## src/rtl/asu_pkg.sv

```systemverilog
package asu_pkg;

  typedef enum logic [2:0] {
    OP_ADD  = 3'd0,
    OP_ADC  = 3'd1,
    OP_INC  = 3'd2,
    OP_SUB  = 3'd3,
    OP_SBB  = 3'd4,
    OP_DEC  = 3'd5,
    OP_XADD = 3'd6,
    OP_RSV  = 3'd7
  } asu_op_e;

  typedef enum logic [1:0] {
    SZ_BYTE  = 2'd0,
    SZ_WORD  = 2'd1,
    SZ_DWORD = 2'd2,
    SZ_RSV   = 2'd3
  } asu_size_e;

  // status word bit positions, decoded by neighbouring logic
  localparam int FLAG_C = 0;
  localparam int FLAG_P = 2;
  localparam int FLAG_A = 4;
  localparam int FLAG_Z = 6;
  localparam int FLAG_S = 7;
  localparam int FLAG_O = 11;

  localparam logic [15:0] ARITH_MASK = 16'((1 << FLAG_C) | (1 << FLAG_P) | (1 << FLAG_A) |
                                           (1 << FLAG_Z) | (1 << FLAG_S) | (1 << FLAG_O));

  // number of operand widths supported: quarter, half and full data path
  localparam int NUM_LANES = 3;

  typedef struct packed {
    logic sub;     // invert source and carry-in, report borrows
    logic use_cf;  // fold incoming carry flag into the sum
    logic one;     // replace source by constant one
    logic keep_c;  // carry flag passes through
    logic xchg;    // second write-back of the old destination
  } asu_ctrl_t;

  typedef struct packed {
    logic carry;
    logic aux;
    logic ovf;
  } asu_arith_t;

endpackage

```

## src/rtl/asu_decode.sv

```systemverilog
module asu_decode
  import asu_pkg::*;
(
  input  logic [2:0] op_i,
  output asu_ctrl_t  ctrl_o
);

  asu_op_e op;
  assign op = asu_op_e'(op_i);

  always_comb begin
    ctrl_o = '0;
    unique case (op)
      OP_ADC:  ctrl_o.use_cf = 1'b1;
      OP_INC:  begin ctrl_o.one = 1'b1; ctrl_o.keep_c = 1'b1; end
      OP_SUB:  ctrl_o.sub = 1'b1;
      OP_SBB:  begin ctrl_o.sub = 1'b1; ctrl_o.use_cf = 1'b1; end
      OP_DEC:  begin ctrl_o.sub = 1'b1; ctrl_o.one = 1'b1; ctrl_o.keep_c = 1'b1; end
      OP_XADD: ctrl_o.xchg = 1'b1;
      default: ctrl_o = '0;  // plain add, reserved code aliases to it
    endcase
  end

endmodule

```

## src/rtl/asu_adder.sv

```systemverilog
module asu_adder
  import asu_pkg::*;
#(
  parameter int DW = 32
) (
  input  logic [DW-1:0] a_i,
  input  logic [DW-1:0] b_i,
  input  logic          cin_i,
  input  logic          sub_i,
  input  logic [1:0]    size_i,
  output logic [DW-1:0] sum_o,
  output asu_arith_t    arith_o
);

  logic [DW-1:0] bx;
  logic          cx;
  assign bx = sub_i ? ~b_i : b_i;
  assign cx = sub_i ? ~cin_i : cin_i;

  logic [DW-1:0]        lane_sum  [NUM_LANES];
  logic [NUM_LANES-1:0] lane_cout;
  logic [NUM_LANES-1:0] lane_ovf;

  for (genvar g = 0; g < NUM_LANES; g++) begin : g_lane
    localparam int W = DW >> (NUM_LANES - 1 - g);
    logic [W:0] s;
    assign s            = {1'b0, a_i[W-1:0]} + {1'b0, bx[W-1:0]} + {{W{1'b0}}, cx};
    assign lane_sum[g]  = DW'(s[W-1:0]);
    assign lane_cout[g] = s[W];
    assign lane_ovf[g]  = (a_i[W-1] == bx[W-1]) && (s[W-1] != a_i[W-1]);
  end

  logic [4:0] nib;
  assign nib = {1'b0, a_i[3:0]} + {1'b0, bx[3:0]} + {4'b0, cx};

  logic [1:0] idx;
  always_comb begin
    unique case (asu_size_e'(size_i))
      SZ_BYTE: idx = 2'd0;
      SZ_WORD: idx = 2'd1;
      default: idx = 2'd2;
    endcase
  end

  always_comb begin
    sum_o         = lane_sum[idx];
    arith_o.carry = lane_cout[idx] ^ sub_i;
    arith_o.aux   = nib[4] ^ sub_i;
    arith_o.ovf   = lane_ovf[idx];
  end

endmodule

```

## src/rtl/asu_flags.sv

```systemverilog
module asu_flags
  import asu_pkg::*;
#(
  parameter int DW = 32,
  parameter int SW = 16
) (
  input  logic [DW-1:0] sum_i,
  input  logic [1:0]    size_i,
  input  asu_arith_t    arith_i,
  input  logic          keep_c_i,
  input  logic [SW-1:0] flag_i,
  output logic [SW-1:0] flag_o
);

  localparam int WQ = DW / 4;
  localparam int WH = DW / 2;

  logic sign;
  always_comb begin
    unique case (asu_size_e'(size_i))
      SZ_BYTE: sign = sum_i[WQ-1];
      SZ_WORD: sign = sum_i[WH-1];
      default: sign = sum_i[DW-1];
    endcase
  end

  always_comb begin
    flag_o         = flag_i;
    flag_o[FLAG_C] = keep_c_i ? flag_i[FLAG_C] : arith_i.carry;
    flag_o[FLAG_P] = ~^sum_i[7:0];
    flag_o[FLAG_A] = arith_i.aux;
    flag_o[FLAG_Z] = (sum_i == '0);
    flag_o[FLAG_S] = sign;
    flag_o[FLAG_O] = arith_i.ovf;
  end

endmodule

```

## src/rtl/addsub_flag_unit.sv

```systemverilog
module addsub_flag_unit
  import asu_pkg::*;
#(
  parameter int DW = 32,
  parameter int SW = 16
) (
  input  logic          clk,
  input  logic          rst_n,
  input  logic          exec_i,
  input  logic [2:0]    op_i,
  input  logic [1:0]    size_i,
  input  logic [DW-1:0] dst_i,
  input  logic [DW-1:0] src_i,
  input  logic [SW-1:0] flag_i,
  output logic [DW-1:0] res_o,
  output logic [DW-1:0] xch_o,
  output logic          xch_we_o,
  output logic [SW-1:0] stat_o
);

  localparam int WQ = DW / 4;
  localparam int WH = DW / 2;

  asu_ctrl_t  ctrl;
  asu_arith_t arith;
  logic [DW-1:0] b_op;
  logic          cin;
  logic [DW-1:0] sum;
  logic [SW-1:0] flag_nx;
  logic [DW-1:0] size_mask;

  asu_decode u_dec (
    .op_i   (op_i),
    .ctrl_o (ctrl)
  );

  assign b_op = ctrl.one ? DW'(1) : src_i;
  assign cin  = ctrl.use_cf & flag_i[FLAG_C];

  asu_adder #(.DW(DW)) u_add (
    .a_i     (dst_i),
    .b_i     (b_op),
    .cin_i   (cin),
    .sub_i   (ctrl.sub),
    .size_i  (size_i),
    .sum_o   (sum),
    .arith_o (arith)
  );

  asu_flags #(.DW(DW), .SW(SW)) u_flg (
    .sum_i    (sum),
    .size_i   (size_i),
    .arith_i  (arith),
    .keep_c_i (ctrl.keep_c),
    .flag_i   (flag_i),
    .flag_o   (flag_nx)
  );

  always_comb begin
    unique case (asu_size_e'(size_i))
      SZ_BYTE: size_mask = (DW'(1) << WQ) - DW'(1);
      SZ_WORD: size_mask = (DW'(1) << WH) - DW'(1);
      default: size_mask = '1;
    endcase
  end

  logic [DW-1:0] res_d, res_q, xch_d, xch_q;
  logic          we_d, we_q;
  logic [SW-1:0] stat_d, stat_q;

  always_comb begin
    res_d  = res_q;
    xch_d  = xch_q;
    we_d   = we_q;
    stat_d = stat_q;
    if (exec_i) begin
      res_d  = sum;
      xch_d  = ctrl.xchg ? (dst_i & size_mask) : '0;
      we_d   = ctrl.xchg;
      stat_d = flag_nx;
    end
  end

  always_ff @(posedge clk or negedge rst_n) begin
    if (!rst_n) begin
      res_q  <= '0;
      xch_q  <= '0;
      we_q   <= 1'b0;
      stat_q <= '0;
    end else begin
      res_q  <= res_d;
      xch_q  <= xch_d;
      we_q   <= we_d;
      stat_q <= stat_d;
    end
  end

  assign res_o    = res_q;
  assign xch_o    = xch_q;
  assign xch_we_o = we_q;
  assign stat_o   = stat_q;

endmodule

```

## config.mk

```make
export PLATFORM = sky130hd
export DESIGN_NAME = addsub_flag_unit
export DESIGN_NICKNAME = d
export VERILOG_FILES = /design/src/rtl/asu_pkg.sv /design/src/rtl/asu_decode.sv /design/src/rtl/asu_adder.sv /design/src/rtl/asu_flags.sv /design/src/rtl/addsub_flag_unit.sv
export SDC_FILE = /design/constraint.sdc
export NUM_CORES = 1
export LEC_CHECK = 0
export BUFFER_PORTS_ARGS = -buffer_cell sky130_fd_sc_hd__buf_4
export CELL_PAD_IN_SITES_DETAIL_PLACEMENT = 1
export CELL_PAD_IN_SITES_GLOBAL_PLACEMENT = 2
export CORE_UTILIZATION = 32
export CTS_CLUSTER_SIZE = 20
export DETAILED_ROUTE_END_ITERATION = 10
export MAX_ROUTING_LAYER = met4
export PLACE_DENSITY = 0.78
export SLEW_MARGIN = 20
export SYNTH_ARGS = -nofsm -noshare
export SYNTH_HDL_FRONTEND = slang
export SYNTH_HIERARCHICAL = 1
export SYNTH_SLANG_ARGS = --single-unit
```

## constraint.sdc

```tcl
create_clock -name clk -period 1.1 [get_ports clk]
set_clock_uncertainty 0.2 [all_clocks]
set_input_delay 0.22 -clock clk [delete_from_list [all_inputs] [get_ports clk]]
set_output_delay 0.22 -clock clk [all_outputs]
set_load 0.01 [all_outputs]
```

==> impl_metrics.toml <==
[finish]
area_delta_synth_final_pct = 76.1
layout-drive-gt1-share_pct = 54.0
diodes = 0
finalNetCount = 1166
finish.instance_area_um2 = 10800
instances_no_fill = 1280

[place]
dp_hpwl_um = 17600
gp_congestion = 0.885
portBuffers = 163
post-place-ws_ps = -3150
dp_cells = 1181
placed_area_um2 = 8940

[routing]
drc_errors = 0
wl_per_cell_um = 18.8
wl_um = 24000
first_pass_iters = 6
drtIter0Drc = 201
ant_nets = 0
routed_via_density = 4.91
vias = 6282

[clock_tree]
cts_tree = "done"
cts-root-buf = "clkbuf_16"
cts_inserted_buffers = 9
clock_tree.buffer_depth = 2
clkLatencyLatePin_ps = 350
clock-sinks = 81
htreeDepth = 3
path_clk_slew_ps = 70

[sta]
fin_ws_ps = -2810
fmax_mhz = 256
setup_viol = 131
hold_viol_final = 0
max-slew-margin-rel_pct = 64.6
rsz0062_at_grt = "yes"
whs_ps = 4.69
period_share_pct = 355
drv_slew = 0
min_period_ps = 3910
worst_pin_slew_ps = 527

[setup_path]
max_stage_delay_ps = 380
cp-end-kind = "register"
path_class = "in -> reg"
r2r_cells = 3
cp_cell_sequence = "buf_8 > nand3b_1 > o21ai_2 > or2_4 > xnor2_4 > fa_2 > fa_2 > nand2b_4 > a21oi_4 > o41ai_4 > o31ai_4 > a21oi_2 > o31ai_2 > o21ai_1 > a31o_1 > nor4b_2 > nand4_1 > nor2_1 > mux2_4"
reg2reg_from = "stat_o[0]"
cpMostUsedCell = "fa_2"
critPathArrivalTime_ps = 4010
cp_max_fo = 4
rr_endpoint = "stat_o[0]"
required_ps = 1200
critPathLaunchType = "primary input"
critPathSlowestCell = "fa_2"
r2r_slack_ps = -170

[synthesis]
synth-edff-count = 0
ys_seq_elements = 81
yosysTopAreaCellShare_pct = 33.2
synth_area_leaders = "dfrtp_1 (33%), mux2_2 (8.1%), ha_1 (7.2%)"
netlist_instances = 654
yosysSeqAreaShare_pct = 33.2
synthArstFlopShare_pct = 100
yosysWarnings = 6
synthFlopType = "dfrtp_1"
syn_area_um2 = 6110
synth_top_cell_by_area = "dfrtp_1"
avgSynthCellArea_um2 = 9.35
ys_types = 71
syn_nets = 779

[floorplanning]
dieArea_um2 = 19700
num_rows = 50
core_area_um2 = 18700
die_x_um = 140
boundaryPins = 169
dieHeight_um = 140
initial_core_util_pct = 32.7

[global_route]
overflow = 0
grt_usage_pct = 25.1
grt_max_degree = 44
grt_pass1_vias = 7147
antenna_found_initial = 0
grt_first_pass_wirelength_um = 37200

[flow_run]
drv_cap = 0

[worst_hold_path]
holdCritStartpoint = "exec_i"
holdPathEnd = "res_o[31]"
min_path_cells = 2
hp-class = "in -> reg"

[status]
status = "complete, but fails checks"
violations = "negative setup slack"

[power_and_ir_drop]
ir_worst_vdd_uv = 867
power_density_nw_per_um2 = 1560
leakage_nw = 5.27
cells in the final DEF (no fill, tap or decap), types with 5 or more instances in the layout:
cell type / netlist / final
xnor2_2: 0 / 5
buf_4: 14 / 287
clkbuf_16: 0 / 9
nor2_1: 24 / 18
xor2_1: 42 / 35
a21oi_1: 33 / 22
o21bai_1: 7 / 6
xnor2_1: 24 / 18
ha_1: 35 / 30
nor2b_1: 34 / 33
nand2_1: 44 / 42
mux2_2: 44 / 25
a21o_1: 12 / 12
dfrtp_1: 81 / 81
mux2_4: 6 / 25
nand4_1: 5 / 5
o21ai_2: 1 / 6
dlygate4sd3_1: 0 / 20
and2_1: 11 / 5
o21ai_0: 20 / 14
buf_12: 0 / 10
and2_4: 0 / 6
buf_6: 3 / 100
inv_1: 56 / 53
a21oi_2: 4 / 13
nand2b_1: 10 / 7
nand3_1: 16 / 14
o22ai_1: 25 / 23
xor2_2: 0 / 5
power breakdown:
part	switching [W]	internal, W
sequential	0.000456	0.00353
clock	0.00142	0.00185
combinational	0.00412	0.00544
total	0.00600	0.0108
layout make-up:
type                            count  area (um2)
Clock buffer                       10         239
Fill cell                        2042        7940
Clock inverter                      6        72.6
Sequential cell                    81        2030
Timing Repair Buffer              421        3730
Inverter                           56         210
Multi-Input combinational cell    472        4190
Tap cell                          234         293
stage by stage:
step	total power (W)	utilization, %	TNS (ps)
2_1_floorplan	0.00779	-	-82120
3_5_place_dp	0.0115	47.8	-105780
5_1_grt	0.0177	57.6	-98800
6_report	0.0168	57.6	-92480
4_1_cts	0.0162	55.3	-91380
3_3_place_gp	0.0112	47.8	-101110
cells by family (layout without fill, tap and decap cells):
logic type / after synthesis / after routing / synth area share [%]
and+or+nand+nor: 175 / 175 / 15.3
adders and majority gates: 37 / 37 / 7.82
muxes: 54 / 54 / 10.2
buffers and inverters: 101 / 493 / 7.78
AOI/OAI and AO/OA: 140 / 140 / 16.3
DFF: 81 / 81 / 33.2
xor gates and xnor gates: 66 / 66 / 9.46
registers in the layout, summed over array words and instances, names as in the netlist:
signal,flops
res_o,32
xch_o,32
stat_o,16
xch_we_o,1
cells in the mapped netlist (11+ instances only):
master     n
buf_2     11
nor2b_1   34
a21oi_1   33
ha_1      35
xor2_1    42
o21ai_0   20
clkbuf_1  13
nand3_1   16
a21o_1    12
nor2_1    24
dfrtp_1   81
inv_1     56
and2_1    11
mux2_2    44
o22ai_1   25
nand2_1   44
xnor2_1   24
buf_4     14
worst max-delay path: cells and delay by family:
kind / cells / cell delay [ps]
buf+inv: 1 / 90
xor+xnor: 1 / 150
simple gates: 6 / 1180
mux: 1 / 150
compound gates: 8 / 1490
fa+ha+maj: 2 / 740
worst max path at each step:
stage,startpoint,end,slack (ps),cells past startpoint
finish,op_i[1],stat_o[6],-2810,19
global route,op_i[1],stat_o[6],-2910,19
CTS,op_i[1],stat_o[6],-2650,19
detailed placement,op_i[0],stat_o[6],-3150,20
global placement,op_i[1],stat_o[0],-2950,17
floorplan,op_i[1],stat_o[0],-2890,18
per-layer routing:
layer  GRT usage [%]  share of wire (%)
met1            27.1                 40
met2            46.5                 54
met3            3.76                3.0
met4            9.31                2.8
met5               -                  0
timing repair:
action,CTS,global route
hold buffers,23,0
buffers inserted,41,23
pin swaps,19,10
setup endpoints to repair,140,128
endpoints found under the hold margin,104,0
resized for setup,137,54
Power figures use the tool's default switching activity.
